$ cat src/rtl/dsp_alu16_pkg.sv
package dsp_alu16_pkg;

  localparam int ALU_W = 16;

  typedef enum logic [3:0] {
    OP_ADD  = 4'd0,
    OP_ADDC = 4'd1,
    OP_SUB  = 4'd2,
    OP_SUBC = 4'd3,
    OP_AND  = 4'd4,
    OP_OR   = 4'd5,
    OP_XOR  = 4'd6,
    OP_NOT  = 4'd7,
    OP_BSET = 4'd8,
    OP_BCLR = 4'd9,
    OP_BTGL = 4'd10,
    OP_BTST = 4'd11,
    OP_DIVU = 4'd12,
    OP_DIVS = 4'd13,
    OP_PASS = 4'd14,
    OP_NEG  = 4'd15
  } alu_op_e;

  typedef enum logic [2:0] {
    SEL_ADDER,
    SEL_LOGIC,
    SEL_BIT,
    SEL_DIVU,
    SEL_DIVS,
    SEL_PASS
  } res_sel_e;

  typedef enum logic [1:0] {
    CIN_ZERO,
    CIN_ONE,
    CIN_EXT
  } cin_mode_e;

  typedef enum logic [1:0] {
    LG_AND,
    LG_OR,
    LG_XOR,
    LG_NOT
  } logic_op_e;

  typedef enum logic [1:0] {
    BT_SET,
    BT_CLR,
    BT_TGL,
    BT_TST
  } bit_op_e;

  typedef struct packed {
    logic             wrFlags;
    logic             wrResult;
    res_sel_e         resSel;
    logic             zeroA;
    logic             bFromX;
    logic             invB;
    cin_mode_e        cinMode;
    logic_op_e        logicOp;
    bit_op_e          bitOp;
    logic [ALU_W-1:0] bitMask;
  } alu_ctrl_t;

endpackage

$ cat src/rtl/dsp_alu16_ctrl.sv
module dsp_alu16_ctrl
  import dsp_alu16_pkg::*;
#(
  parameter int WIDTH = ALU_W,
  localparam int SELW = $clog2(WIDTH)
) (
  input  logic            en,
  input  logic            noWrite,
  input  logic [3:0]      opCode,
  input  logic [SELW-1:0] bitSel,
  output alu_ctrl_t       ctrl
);

  logic [WIDTH-1:0] maskVec;

  // one-hot mask, one comparator per bit position
  for (genvar g = 0; g < WIDTH; g++) begin : gMask
    assign maskVec[g] = (bitSel == SELW'(g));
  end

  always_comb begin
    ctrl          = '0;
    ctrl.wrFlags  = en;
    ctrl.wrResult = en & ~noWrite;
    ctrl.resSel   = SEL_ADDER;
    ctrl.cinMode  = CIN_ZERO;
    ctrl.logicOp  = LG_AND;
    ctrl.bitOp    = BT_SET;
    ctrl.bitMask  = maskVec;
    case (alu_op_e'(opCode))
      OP_ADD:  ctrl.resSel = SEL_ADDER;
      OP_ADDC: ctrl.cinMode = CIN_EXT;
      OP_SUB: begin
        ctrl.invB    = 1'b1;
        ctrl.cinMode = CIN_ONE;
      end
      OP_SUBC: begin
        ctrl.invB    = 1'b1;
        ctrl.cinMode = CIN_EXT;
      end
      OP_AND: begin
        ctrl.resSel  = SEL_LOGIC;
        ctrl.logicOp = LG_AND;
      end
      OP_OR: begin
        ctrl.resSel  = SEL_LOGIC;
        ctrl.logicOp = LG_OR;
      end
      OP_XOR: begin
        ctrl.resSel  = SEL_LOGIC;
        ctrl.logicOp = LG_XOR;
      end
      OP_NOT: begin
        ctrl.resSel  = SEL_LOGIC;
        ctrl.logicOp = LG_NOT;
      end
      OP_BSET: begin
        ctrl.resSel = SEL_BIT;
        ctrl.bitOp  = BT_SET;
      end
      OP_BCLR: begin
        ctrl.resSel = SEL_BIT;
        ctrl.bitOp  = BT_CLR;
      end
      OP_BTGL: begin
        ctrl.resSel = SEL_BIT;
        ctrl.bitOp  = BT_TGL;
      end
      OP_BTST: begin
        ctrl.resSel = SEL_BIT;
        ctrl.bitOp  = BT_TST;
      end
      OP_DIVU: ctrl.resSel = SEL_DIVU;
      OP_DIVS: ctrl.resSel = SEL_DIVS;
      OP_PASS: ctrl.resSel = SEL_PASS;
      OP_NEG: begin
        ctrl.zeroA   = 1'b1;
        ctrl.bFromX  = 1'b1;
        ctrl.invB    = 1'b1;
        ctrl.cinMode = CIN_ONE;
      end
      default: ctrl.resSel = SEL_ADDER;
    endcase
  end

endmodule

$ cat src/rtl/dsp_alu16_dp.sv
module dsp_alu16_dp
  import dsp_alu16_pkg::*;
#(
  parameter int WIDTH = ALU_W,
  localparam int MSB = WIDTH - 1
) (
  input  logic             clk,
  input  logic             rstN,
  input  alu_ctrl_t        ctrl,
  input  logic [WIDTH-1:0] xOp,
  input  logic [WIDTH-1:0] yOp,
  input  logic             carryIn,
  output logic [WIDTH-1:0] result,
  output logic             zeroFlag,
  output logic             negFlag,
  output logic             carryFlag,
  output logic             ovfFlag,
  output logic             quotFlag
);

  logic [WIDTH-1:0] addA, addB, bSrc;
  logic             cinBit;
  logic [WIDTH:0]   sum;
  logic             addOvf;
  logic [WIDTH-1:0] logicVal, bitVal;
  logic [WIDTH:0]   divWide;
  logic             divGe;
  logic [WIDTH-1:0] divUVal;
  logic [WIDTH-1:0] divShift, divSVal;
  logic             divSQ;
  logic [WIDTH-1:0] nextVal;
  logic             nextC, nextV, nextQ;

  // shared adder for add, subtract and negate
  always_comb begin
    bSrc = ctrl.bFromX ? xOp : yOp;
    addA = ctrl.zeroA ? '0 : xOp;
    addB = ctrl.invB ? ~bSrc : bSrc;
    case (ctrl.cinMode)
      CIN_ONE: cinBit = 1'b1;
      CIN_EXT: cinBit = carryIn;
      default: cinBit = 1'b0;
    endcase
    sum    = {1'b0, addA} + {1'b0, addB} + {{WIDTH{1'b0}}, cinBit};
    addOvf = (addA[MSB] == addB[MSB]) && (sum[MSB] != addA[MSB]);
  end

  always_comb begin
    case (ctrl.logicOp)
      LG_AND:  logicVal = xOp & yOp;
      LG_OR:   logicVal = xOp | yOp;
      LG_XOR:  logicVal = xOp ^ yOp;
      default: logicVal = ~xOp;
    endcase
  end

  always_comb begin
    case (ctrl.bitOp)
      BT_SET:  bitVal = xOp | ctrl.bitMask;
      BT_CLR:  bitVal = xOp & ~ctrl.bitMask;
      BT_TGL:  bitVal = xOp ^ ctrl.bitMask;
      default: bitVal = xOp & ctrl.bitMask;
    endcase
  end

  // unsigned restoring step: shift in one dividend bit, subtract if it fits
  always_comb begin
    divWide = {xOp, carryIn};
    divGe   = divWide >= {1'b0, yOp};
    divUVal = divGe ? (divWide[WIDTH-1:0] - yOp) : divWide[WIDTH-1:0];
  end

  // signed non-restoring step: signs pick add or subtract
  always_comb begin
    divShift = {xOp[MSB-1:0], carryIn};
    divSVal  = (xOp[MSB] == yOp[MSB]) ? (divShift - yOp) : (divShift + yOp);
    divSQ    = (divSVal[MSB] == yOp[MSB]);
  end

  always_comb begin
    nextC = 1'b0;
    nextV = 1'b0;
    nextQ = 1'b0;
    case (ctrl.resSel)
      SEL_ADDER: begin
        nextVal = sum[WIDTH-1:0];
        nextC   = sum[WIDTH];
        nextV   = addOvf;
      end
      SEL_LOGIC: nextVal = logicVal;
      SEL_BIT:   nextVal = bitVal;
      SEL_DIVU: begin
        nextVal = divUVal;
        nextC   = divGe;
        nextQ   = divGe;
      end
      SEL_DIVS: begin
        nextVal = divSVal;
        nextC   = divSQ;
        nextQ   = divSQ;
      end
      default: nextVal = xOp;
    endcase
  end

  always_ff @(posedge clk or negedge rstN) begin
    if (!rstN) begin
      result    <= '0;
      zeroFlag  <= 1'b0;
      negFlag   <= 1'b0;
      carryFlag <= 1'b0;
      ovfFlag   <= 1'b0;
      quotFlag  <= 1'b0;
    end else begin
      if (ctrl.wrFlags) begin
        zeroFlag  <= (nextVal == '0);
        negFlag   <= nextVal[MSB];
        carryFlag <= nextC;
        ovfFlag   <= nextV;
        quotFlag  <= nextQ;
      end
      if (ctrl.wrResult) begin
        result <= nextVal;
      end
    end
  end

endmodule

$ cat src/rtl/dsp_alu16.sv
module dsp_alu16
  import dsp_alu16_pkg::*;
#(
  parameter int WIDTH = ALU_W,
  localparam int SELW = $clog2(WIDTH)
) (
  input  logic             clk,
  input  logic             rstN,
  input  logic             en,
  input  logic             noWrite,
  input  logic [3:0]       opCode,
  input  logic [SELW-1:0]  bitSel,
  input  logic [WIDTH-1:0] xOp,
  input  logic [WIDTH-1:0] yOp,
  input  logic             carryIn,
  output logic [WIDTH-1:0] result,
  output logic             zeroFlag,
  output logic             negFlag,
  output logic             carryFlag,
  output logic             ovfFlag,
  output logic             quotFlag
);

  alu_ctrl_t ctrl;

  dsp_alu16_ctrl #(.WIDTH(WIDTH)) uCtrl (
    .en      (en),
    .noWrite (noWrite),
    .opCode  (opCode),
    .bitSel  (bitSel),
    .ctrl    (ctrl)
  );

  dsp_alu16_dp #(.WIDTH(WIDTH)) uDp (
    .clk       (clk),
    .rstN      (rstN),
    .ctrl      (ctrl),
    .xOp       (xOp),
    .yOp       (yOp),
    .carryIn   (carryIn),
    .result    (result),
    .zeroFlag  (zeroFlag),
    .negFlag   (negFlag),
    .carryFlag (carryFlag),
    .ovfFlag   (ovfFlag),
    .quotFlag  (quotFlag)
  );

endmodule

$ cat config.mk
export PLATFORM = sky130hd
export DESIGN_NAME = dsp_alu16
export DESIGN_NICKNAME = d
export VERILOG_FILES = /design/src/rtl/dsp_alu16_pkg.sv /design/src/rtl/dsp_alu16_ctrl.sv /design/src/rtl/dsp_alu16_dp.sv /design/src/rtl/dsp_alu16.sv
export SDC_FILE = /design/constraint.sdc
export NUM_CORES = 1
export LEC_CHECK = 0
export BUFFER_PORTS_ARGS = -buffer_cell sky130_fd_sc_hd__buf_2
export CORE_MARGIN = 4
export CORE_UTILIZATION = 40
export DETAILED_ROUTE_END_ITERATION = 12
export GPL_TIMING_DRIVEN = 0
export SYNTH_ARGS = -nofsm -noshare
export SYNTH_HDL_FRONTEND = slang
export SYNTH_SLANG_ARGS = --single-unit
$ cat constraint.sdc
create_clock -name clk -period 1.3 [get_ports clk]
set_clock_uncertainty 0.2 [all_clocks]
set_input_delay 0.39 -clock clk [delete_from_list [all_inputs] [get_ports clk]]
set_output_delay 0.39 -clock clk [all_outputs]
set_load 0.03 [all_outputs]
==> results.json <==
{
  "ys_seq_area_frac": 0.0789,
  "syn_area_per_cell_um2": 7.22,
  "synth_warnings": 0,
  "grt_max_degree": 22,
  "ys_dominant_reg_cell": "dfrtp_1",
  "core_area_mm2": 0.0161,
  "htree_levels": 1,
  "clk_pin_slew_worst_paths_ns": 0.06,
  "vdd_drop_max_v": 0.000627,
  "crit_arrival_ns": 4.38,
  "num_antenna_cells": 0,
  "nets": 1192,
  "synth-seq-cells": 21,
  "r2r_setup_slack_ns": 0.17,
  "hold_viol": 0,
  "drt_iter0_markers": 636,
  "hp-class": "flop to flop",
  "outcome": "complete, but fails checks",
  "drive_gt1_frac": 0.240,
  "final_common_cell": "ha_1",
  "routed_via_density": 6.00,
  "whs_ns": 0.322,
  "dr_total_vias": 7577,
  "clock_path_buffers": 2,
  "required_ns": 1.25,
  "grt_pass1_vias": 6899,
  "antenna_found_initial": 0,
  "worstSetupPathType": "primary input to flop",
  "dp_hpwl_mm": 20.2,
  "violations": "negative setup slack",
  "ys_types": 82,
  "start_util": 0.413,
  "p_total_mw": 6.19,
  "totalWireLength_mm": 25.8,
  "n_fill_cell": 1602,
  "powerDensity_mw_per_mm2": 720,
  "finalSetupViolCount": 42,
  "critPathLaunchType": "primary input",
  "rows": 46,
  "clock.fmax_mhz": 226,
  "worstPathMaxFanout": 10,
  "ant_nets": 0,
  "routedWlPerCell_um": 20.5,
  "finalCriticalPeriod_ns": 4.42,
  "slew_headroom": 0.234,
  "cts.sinks": 21,
  "synth_edf_count": 0,
  "rsz0062_at_grt": "yes",
  "async_flop_share": 1.00,
  "grt_overflow": 0,
  "hold_depth": 2,
  "track_usage": 0.266,
  "synth_fp_nets": 1068,
  "syn_to_final_growth_pct": 29.2,
  "p_leak_nw": 3.75,
  "drv_slew": 0,
  "grt_pass1_wl_mm": 39.0,
  "worstSetupEndpointType": "flop",
  "seq_area_um2": 526,
  "die_x_um": 137,
  "remaining_drc_errors": 0,
  "drtPass1Iterations": 5,
  "stdcell_count": 1262,
  "utilization": 0.534,
  "insertion_delay_ns": 0.25,
  "place_inst": 1201,
  "cts-buffers-inserted": 3,
  "cts_tree": "built",
  "dieHeight_um": 137,
  "period_share": 3.40,
  "multi_input_area_mm2": 0.00608,
  "worst_pin_slew_ns": 1.14,
  "syn-cell-area_mm2": 0.00666,
  "ios": 66,
  "r2r_cells": 4,
  "cts.root.buffer_cell": "clkbuf_16",
  "final_cell_mix": "ha_1 (94), nor2_1 (88), a21oi_1 (65)",
  "maxCapViolations": 0,
  "dieArea_mm2": 0.0188,
  "tns_ns": -55.80,
  "setup_ws_ns": -3.12,
  "netlist_instances": 923,
  "port_buffers": 61,
  "gp_congestion": 0.980
}
## synthesized netlist by cell type (6+ instances only)
| master | n | area (um^2) |
|---|---|---|
| nand3_1 | 20 | 100 |
| dfrtp_1 | 21 | 526 |
| a31oi_1 | 16 | 100 |
| and2_1 | 16 | 100 |
| ha_1 | 96 | 1200 |
| buf_2 | 15 | 75.1 |
| a211oi_1 | 15 | 113 |
| nor2_1 | 90 | 338 |
| nand2_1 | 49 | 184 |
| clkbuf_1 | 32 | 120 |
| o2111ai_1 | 6 | 52.6 |
| o21a_1 | 9 | 67.6 |
| nand4_1 | 10 | 62.6 |
| nand2b_1 | 15 | 93.8 |
| inv_1 | 65 | 244 |
| xnor2_1 | 37 | 324 |
| o31ai_1 | 7 | 52.6 |
| mux2_2 | 9 | 101 |
| a21oi_1 | 76 | 380 |
| a21o_1 | 7 | 52.6 |
| o211ai_1 | 6 | 45.0 |
| nor2b_1 | 19 | 119 |
| o21ai_0 | 62 | 310 |
| xor2_1 | 23 | 201 |
| mux2i_1 | 34 | 340 |
| nor3_1 | 25 | 125 |
| a221oi_1 | 9 | 78.8 |
| nor4_1 | 7 | 43.8 |
| o221ai_1 | 9 | 78.8 |
| o22ai_1 | 8 | 50.1 |
## logic make-up after synthesis
family                     synth area share
AOI/OAI and AO/OA                     0.298
and+or+nand+nor                       0.211
buffers and inverters                0.0744
adders and majority gates             0.192
xor gates and xnor gates             0.0789
muxes                                0.0663
DFF                                  0.0789
## layout make-up
class,instances,share of cell area
multi-input cells,779,0.706
repair buffers,119,0.109
flip-flops and latches,21,0.0611
plain buffers,56,0.0529
well taps,216,0.0314
inverters,67,0.0297
clock buffers,4,0.00916
## layer usage
| layer | vias up | routed length [um] | track usage |
|---|---|---|---|
| met5 | - | 0 | 0 |
| met1 | 3621 | 11800 | 0.382 |
| met2 | 274 | 11900 | 0.440 |
| li1 | 3635 | - | - |
| met4 | 0 | 601 | 0.0443 |
| met3 | 47 | 1480 | 0.0221 |
## report_power, final
part           leakage, nW  total (mW)  switching [mW]  internal [mW]
clock network       0.0382       0.658           0.240          0.418
registers            0.262       0.894           0.101          0.794
logic                 3.45        4.64            2.58           2.06
## sequential cells by signal, indices dropped and copies added (netlist names)
register / flops
uDp.zeroFlag: 1
uDp.quotFlag: 1
uDp.carryFlag: 1
uDp.ovfFlag: 1
uDp.negFlag: 1
uDp.result: 16
## critical path, cell delays in order
cell       delay, ns
buf_8           0.12
buf_8           0.15
buf_8           0.15
clkbuf_16       0.17
and2_4          0.14
clkbuf_16       0.16
buf_12          0.15
xnor2_2         0.16
a21oi_2         0.07
fa_2            0.36
fa_2            0.38
nor2b_2         0.14
o211ai_1        0.18
a21oi_2         0.23
a31oi_1         0.12
xor2_1          0.16
nor2_1          0.07
o32ai_2         0.28
buf_4           0.18
and4_4          0.23
nand4_1         0.15
o41ai_2         0.22
## through the flow
| stage | worst slack (ns) | instance area, um^2 |
|---|---|---|
| after floorplan | -3.02 | 6860 |
| after global routing | -3.33 | 8600 |
| after global placement | -4.21 | 7430 |
| after detailed placement | -4.21 | 7440 |
| final | -3.12 | 8600 |
| after CTS | -3.12 | 8310 |
## final timing paths
check	startpoint	end
max in group asynchronous	rstN	uDp.result[1]
min	uDp.result[9]	uDp.result[9]
min reg2reg	uDp.result[9]	uDp.result[9]
max reg2reg	uDp.carryFlag	uDp.carryFlag
min in group asynchronous	rstN	uDp.result[15]
max	opCode[1]	uDp.zeroFlag
## repair_timing
action / 4_1_cts / 5_1_grt
cloned: 0 / 0
buffers inserted: 33 / 28
hold buffers: 1 / 0
setup endpoints to repair: 42 / 42
resized for setup: 135 / 34
pin swaps: 35 / 22
endpoints found under the hold margin: 21 / 0
No activity file was read; power rests on OpenSTA's default activity.
